<file path="src/rtl/wpt_pkg.sv">
`timescale 1ns/1ps
package wpt_pkg;

    localparam int ADDR_W = 32;
    localparam int CODE_W = 4;

    // Function codes
    localparam logic [CODE_W-1:0] FN_OFF = 4'b0000;
    localparam logic [CODE_W-1:0] FN_PC  = 4'b0100;
    localparam logic [CODE_W-1:0] FN_RD  = 4'b0101;
    localparam logic [CODE_W-1:0] FN_WR  = 4'b0110;
    localparam logic [CODE_W-1:0] FN_RW  = 4'b0111;

    // Register map (byte offsets)
    localparam int OFS_CTRL     = 'h000;
    localparam int OFS_SAMPLE   = 'h01C;
    localparam int OFS_CMP_BASE = 'h020;
    localparam int CMP_STRIDE   = 'h010;
    localparam int SUB_VALUE    = 'h0;
    localparam int SUB_SPAN     = 'h4;
    localparam int SUB_FN       = 'h8;

    typedef struct packed {
        logic [ADDR_W-1:0] value;
        logic [CODE_W-1:0] span;
        logic [CODE_W-1:0] fn;
    } cmp_cfg_t;

    localparam int CFG_W = $bits(cmp_cfg_t);

    typedef struct packed {
        logic              iv;
        logic [ADDR_W-1:0] ia;
        logic              dv;
        logic              dw;
        logic [ADDR_W-1:0] da;
    } probe_t;

    function automatic logic [ADDR_W-1:0] span_mask(input logic [CODE_W-1:0] k);
        return {ADDR_W{1'b1}} << k;
    endfunction

    function automatic logic in_window(input logic [ADDR_W-1:0] a,
                                       input cmp_cfg_t c);
        logic [ADDR_W-1:0] m;
        m = span_mask(c.span);
        return ((a ^ c.value) & m) == '0;
    endfunction

    function automatic logic fn_fires(input cmp_cfg_t c, input probe_t p);
        case (c.fn)
            FN_PC:   return p.iv && in_window(p.ia, c);
            FN_RD:   return p.dv && !p.dw && in_window(p.da, c);
            FN_WR:   return p.dv && p.dw && in_window(p.da, c);
            FN_RW:   return p.dv && in_window(p.da, c);
            default: return 1'b0;
        endcase
    endfunction

endpackage

</file>
<file path="src/rtl/wpt_cmp.sv">
`timescale 1ns/1ps
module wpt_cmp
    import wpt_pkg::*;
(
    input  cmp_cfg_t cfg,
    input  probe_t   probe,
    output logic     hit
);
    always_comb hit = fn_fires(cfg, probe);
endmodule

</file>
<file path="src/rtl/wpt_regs.sv">
`timescale 1ns/1ps
module wpt_regs
    import wpt_pkg::*;
#(
    parameter int NCMP  = 2,
    parameter int RAW   = 12,
    parameter int NSLOT = (NCMP > 0) ? NCMP : 1
) (
    input  logic              clk,
    input  logic              rst,
    input  logic              unit_en,
    input  logic              bus_wen,
    input  logic [RAW-1:0]    bus_addr,
    input  logic [31:0]       bus_wdata,
    input  logic [ADDR_W-1:0] sample,
    output logic [31:0]       bus_rdata,
    output cmp_cfg_t          cfg [NSLOT]
);
    localparam logic [RAW-1:0] A_CTRL   = RAW'(OFS_CTRL);
    localparam logic [RAW-1:0] A_SAMPLE = RAW'(OFS_SAMPLE);

    logic wr_ok;
    assign wr_ok = bus_wen && unit_en;

    for (genvar n = 0; n < NSLOT; n++) begin : g_slot
        localparam logic [RAW-1:0] A_VAL  = RAW'(OFS_CMP_BASE + CMP_STRIDE*n + SUB_VALUE);
        localparam logic [RAW-1:0] A_SPAN = RAW'(OFS_CMP_BASE + CMP_STRIDE*n + SUB_SPAN);
        localparam logic [RAW-1:0] A_FN   = RAW'(OFS_CMP_BASE + CMP_STRIDE*n + SUB_FN);
        if (n < NCMP) begin : g_live
            always_ff @(posedge clk) begin
                if (rst) begin
                    cfg[n] <= '0;
                end else if (wr_ok) begin
                    if (bus_addr == A_VAL)  cfg[n].value <= bus_wdata;
                    if (bus_addr == A_SPAN) cfg[n].span  <= bus_wdata[CODE_W-1:0];
                    if (bus_addr == A_FN)   cfg[n].fn    <= bus_wdata[CODE_W-1:0];
                end
            end
        end else begin : g_absent
            assign cfg[n] = '0;
        end
    end

    always_comb begin
        bus_rdata = '0;
        if (bus_addr == A_CTRL)   bus_rdata[31:28] = 4'(NCMP);
        if (bus_addr == A_SAMPLE) bus_rdata = sample;
        for (int n = 0; n < NCMP; n++) begin
            if (bus_addr == RAW'(OFS_CMP_BASE + CMP_STRIDE*n + SUB_VALUE))
                bus_rdata = cfg[n].value;
            if (bus_addr == RAW'(OFS_CMP_BASE + CMP_STRIDE*n + SUB_SPAN))
                bus_rdata = {28'd0, cfg[n].span};
            if (bus_addr == RAW'(OFS_CMP_BASE + CMP_STRIDE*n + SUB_FN))
                bus_rdata = {28'd0, cfg[n].fn};
        end
    end
endmodule

</file>
<file path="src/rtl/wpt_unit.sv">
`timescale 1ns/1ps
module wpt_unit
    import wpt_pkg::*;
#(
    parameter int NCMP = 2,
    parameter int RAW  = 12
) (
    input  logic              clk,
    input  logic              rst,
    input  logic              unit_en,
    input  logic              halted,
    input  logic              bus_wen,
    input  logic [RAW-1:0]    bus_addr,
    input  logic [31:0]       bus_wdata,
    output logic [31:0]       bus_rdata,
    input  logic              instr_valid,
    input  logic [ADDR_W-1:0] instr_addr,
    input  logic              data_valid,
    input  logic              data_write,
    input  logic [ADDR_W-1:0] data_addr,
    output logic              wp_match
);
    localparam int NSLOT = (NCMP > 0) ? NCMP : 1;

    cmp_cfg_t          cfg [NSLOT];
    logic [NSLOT-1:0]  hits;
    logic [ADDR_W-1:0] sample;
    probe_t            probe;
    logic [NSLOT*CFG_W-1:0] cfg_flat;

    assign sample = (unit_en && !halted) ? instr_addr : {ADDR_W{1'b1}};
    assign probe  = '{iv: instr_valid, ia: instr_addr,
                      dv: data_valid, dw: data_write, da: data_addr};

    wpt_regs #(.NCMP(NCMP), .RAW(RAW), .NSLOT(NSLOT)) u_regs (
        .clk       (clk),
        .rst       (rst),
        .unit_en   (unit_en),
        .bus_wen   (bus_wen),
        .bus_addr  (bus_addr),
        .bus_wdata (bus_wdata),
        .sample    (sample),
        .bus_rdata (bus_rdata),
        .cfg       (cfg)
    );

    for (genvar n = 0; n < NSLOT; n++) begin : g_cmp
        wpt_cmp u_cmp (.cfg(cfg[n]), .probe(probe), .hit(hits[n]));
        assign cfg_flat[n*CFG_W +: CFG_W] = cfg[n];
    end

    always_ff @(posedge clk) begin
        if (rst) wp_match <= 1'b0;
        else     wp_match <= unit_en && (|hits);
    end
endmodule

</file>
<file path="config.mk">
export PLATFORM = sky130hd
export DESIGN_NAME = wpt_unit
export DESIGN_NICKNAME = d
export VERILOG_FILES = /design/src/rtl/wpt_pkg.sv /design/src/rtl/wpt_cmp.sv /design/src/rtl/wpt_regs.sv /design/src/rtl/wpt_unit.sv
export SDC_FILE = /design/constraint.sdc
export NUM_CORES = 1
export LEC_CHECK = 0
export BUFFER_PORTS_ARGS = -buffer_cell sky130_fd_sc_hd__buf_4
export CAP_MARGIN = 20
export CORE_MARGIN = 2
export CORE_UTILIZATION = 30
export DETAILED_ROUTE_END_ITERATION = 6
export HOLD_SLACK_MARGIN = 0.12
export PLACE_DENSITY_LB_ADDON = 0.15
export RECOVER_POWER = 25
export SYNTH_ARGS = -nofsm -noshare
export SYNTH_HDL_FRONTEND = slang
export SYNTH_HIERARCHICAL = 1
export SYNTH_SLANG_ARGS = --single-unit
</file>
<file path="constraint.sdc">
create_clock -name clk -period 8.75 [get_ports clk]
set_input_delay 2.1875 -clock clk [delete_from_list [all_inputs] [get_ports clk]]
set_output_delay 2.1875 -clock clk [all_outputs]
set_load 0.02 [all_outputs]
</file>
==> impl_results.md <==
* Outcome: completed
* Average size of a mapped cell at 7.51 µm²
* CTS buffer count at 9
* Instance count after placement with tap cells included at 1,206
* Total of warnings raised by yosys at 6
* Via count of the first global-routing pass at 6,305
* Number of setup buffers added after CTS at 0
* Standard cell with the maximum stage delay on the critical path: nor4_1
* Number of enable flip-flop cells after synthesis at 0
* Post-route insts no fill at 1,223
* Number of max-cap violations at 0
* Asr flop ratio synth at 0%
* Number of standard cells after synthesis at 829
* Most used flip-flop cell after synthesis: dfxtp_1
* Antenna violations before repair at 0
* Power spent charging and discharging nets at 0.230 mW
* Width of the chip at roughly 150 µm
* Final hold violation count at 0
* Core Box Area at 20,300 µm²
* Layout filler cell count at 2,225
* Cells traversed along the worst timing path: clkbuf_4, nor4_1, nand2_1, nor3_2, buf_4, a21oi_1, o21ai_1, buf_4
* Critical path launch point type: input pin
* H-Tree Depth at 3
* Detail-routed via count per cell at ~5.2
* Routed length per instance at 20.3 µm
* Slew @ Worst Pin at 1.13 ns
* Hold buffers post-CTS at 0
* Final HPWL from detailed placement at 18,100 µm
* CP max FO at 27
* Final Max Tran Viols at 0
* Drc violations at 0
* LEAKAGE at around 2.6 nW
* Maximum number of pins on one net before global-route repair at 82
* Latest clock arrival within the worst-skew pair at 0.35 ns
* Total iterations of the first detailed-routing run at 7
* Top-level I/O count at 149
* Most Frequent Cell on Critical Path: buf_4
* Slowest Stage Delay on Critical Path at about 0.43 ns
* Cell at the root of the clock tree: clkbuf_16
* Inserted Diodes at 0
* Fraction of final layout cells sized beyond drive strength 1 at approximately 24%
* Min Tclk post-route at 6.55 ns
* Detailed Route Iter0 Violations at 390
* Total die area at about 22,000 µm²
* RSZ-0062 raised after global routing: no
* Number of antenna-violating nets in the routed design at 0
* Sequential-to-total area share from yosys stat at around a quarter
* Number of clock sinks at 81
* Fin crit share at 74.8%
* Number of gates resized after cts at 0
* Clock tree from TritonCTS: done
* GRT Overall Usage at about 23%
* Crit path arrival time at 4.36 ns
* Area delta synth->final at 24.0%
* Port Buffer Count at about 150
* Global route total overflow at 0
* Cell area after synthesis at 6230 µm²
* Hold slack final at slightly above 0.5 ns
* Fraction of power consumed by combinational cells at between 10 and 15%
* Synth Net Count at 945
* Pwr Density at ~120 nW/µm²
* Standard-cell rows at 52
* Peak ir drop on the vdd network at 86.9 µV
* Maximum clock frequency at 153 MHz
* Clk buf depth at 2
* Yosys reg bits at 81
* Fraction of power consumed by the clock network at 45.8%
* Placer Congestion at between 0.9 and 1
* Synth cell types at between 60 and 70
* Switching power as a share of total power at 25.0%
* Worst Skew at 0.00861 ns
* Worst Path Class, Setup: input pin to output pin
* Headroom to the max-slew limit at about a quarter
* Die outline height at 148 µm
* Wire length of the first global-routing pass at roughly 37,000 µm
* Sequential Power Share at between 40% and 50%
* Internal power component at 0.689 mW
* Category of the worst setup path capture point: output pin
* Detailed-route via count at 6,308
* Required time at the worst-slack endpoint at 6.56 ns
* Final-stage net count at 1,064
* DRT Wirelength at 24,800 µm
* Effective utilization at floorplan at 30.7%
* Aggregate negative setup slack at 0 ns
* Worst min path class: flop to flop
* Final setup violation count at 0
* Clock slew seen by the registers of the worst setup and hold paths at 0.06 ns
critical path, delay by kind of cell:
kind,cells,cell delay (ns)
buf+inv,3,0.67
simple gates,3,1.19
compound gates,2,0.28
cell usage after synthesis (all sizes together) (5+ instances only):
master  count  area (µm²)
xnor2     106         928
dfxtp      81        1620
a211oi      7        52.6
nand2b     35         219
a21oi     111         631
nor4       11         120
a31oi       5        31.3
o21ai      44         228
clkbuf     19        71.3
nor2       67         251
inv         6        22.5
nor3        8        50.1
nand2     170         688
nand3       5        30.0
mux2i      18         180
buf        30         221
nand4      14        87.6
xor2       22         193
cell families (layout without fill, tap and decap cells):
group / Yosys count / count (layout) / share of synthesized area, %
muxes: 19 / 19 / 3.07
and+or+nand+nor: 340 / 340 / 27.1
AOI/OAI and AO/OA: 206 / 206 / 20.8
DFF: 81 / 81 / 26.0
xor gates and xnor gates: 128 / 128 / 18.0
buffers and inverters: 55 / 179 / 5.06
power groups by stage:
stage	logic, mW	registers, mW	clock network [mW]
after detailed placement	0.130	0.377	0
after global routing	0.139	0.368	0.442
after CTS	0.131	0.369	0.429
final	0.129	0.369	0.421
after global placement	0.131	0.377	0
after floorplan	0.0562	0.377	0
stage by stage:
| step | utilization (%) | worst slack (ns) | total power [mW] | instance area [µm²] |
|---|---|---|---|---|
| finish | 38.0 | 2.20 | 0.919 | 7720 |
| global route | 38.0 | 1.99 | 0.949 | 7720 |
| CTS | 38.3 | 2.23 | 0.928 | 7780 |
| detailed placement | 36.8 | 2.25 | 0.507 | 7460 |
| global placement | 36.8 | 2.25 | 0.508 | 7460 |
| floorplan | - | 2.68 | 0.433 | 6230 |
cell type report:
cell class	count	area [µm²]	area share, %
clock inverter	5	78.8	1.02
tap	270	338	4.37
timing repair buffer	157	1170	15.1
clock buffer	11	243	3.14
inverter	6	22.5	0.292
multi-input combinational	693	4250	55.1
sequential	81	1620	21.0
layout by cell type, fill, tap and decap left out, types with 4 or more instances in the layout:
cell | netlist | layout
nand2_2 | 20 | 20
o211ai_1 | 4 | 4
nor3b_1 | 4 | 4
o2111ai_1 | 4 | 4
nand3_1 | 4 | 5
nor2_1 | 67 | 66
inv_1 | 6 | 6
a211oi_1 | 7 | 7
mux2i_1 | 18 | 18
nand3b_1 | 4 | 4
nor3_1 | 6 | 7
buf_4 | 7 | 153
clkbuf_1 | 19 | 4
a31oi_1 | 5 | 5
xor2_1 | 22 | 22
nand2_1 | 150 | 150
a21oi_2 | 20 | 20
nand4_1 | 14 | 14
clkbuf_16 | 0 | 9
nor4_1 | 7 | 10
o21ai_0 | 20 | 20
nand2b_1 | 35 | 35
xnor2_1 | 106 | 106
o21ai_1 | 22 | 22
a21oi_1 | 91 | 91
dfxtp_1 | 81 | 81
path summary, 6_finish.rpt:
check            startpoint             end  slack (ns)  cells past startpoint
max             bus_addr[9]   bus_rdata[19]        2.20                      8
min          u_regs/cfg[57]  u_regs/cfg[57]        0.51                      2
max reg2reg   u_regs/cfg[7]        wp_match        6.47                      7
min reg2reg  u_regs/cfg[57]  u_regs/cfg[57]        0.51                      2
metal layers:
metal | vias to the layer above | share of wire, % | global-route usage [%]
met4 | 0 | 3.1 | 9.52
li1 | 3077 | - | -
met2 | 235 | 45 | 36.4
met5 | - | 0 | 0
met3 | 42 | 6.6 | 4.02
met1 | 2954 | 45 | 29.6
state kept, by name, indices dropped and copies added, names as in the netlist:
signal	count
u_regs/cfg	80
wp_match	1
(Power assumes the default switching activity.)
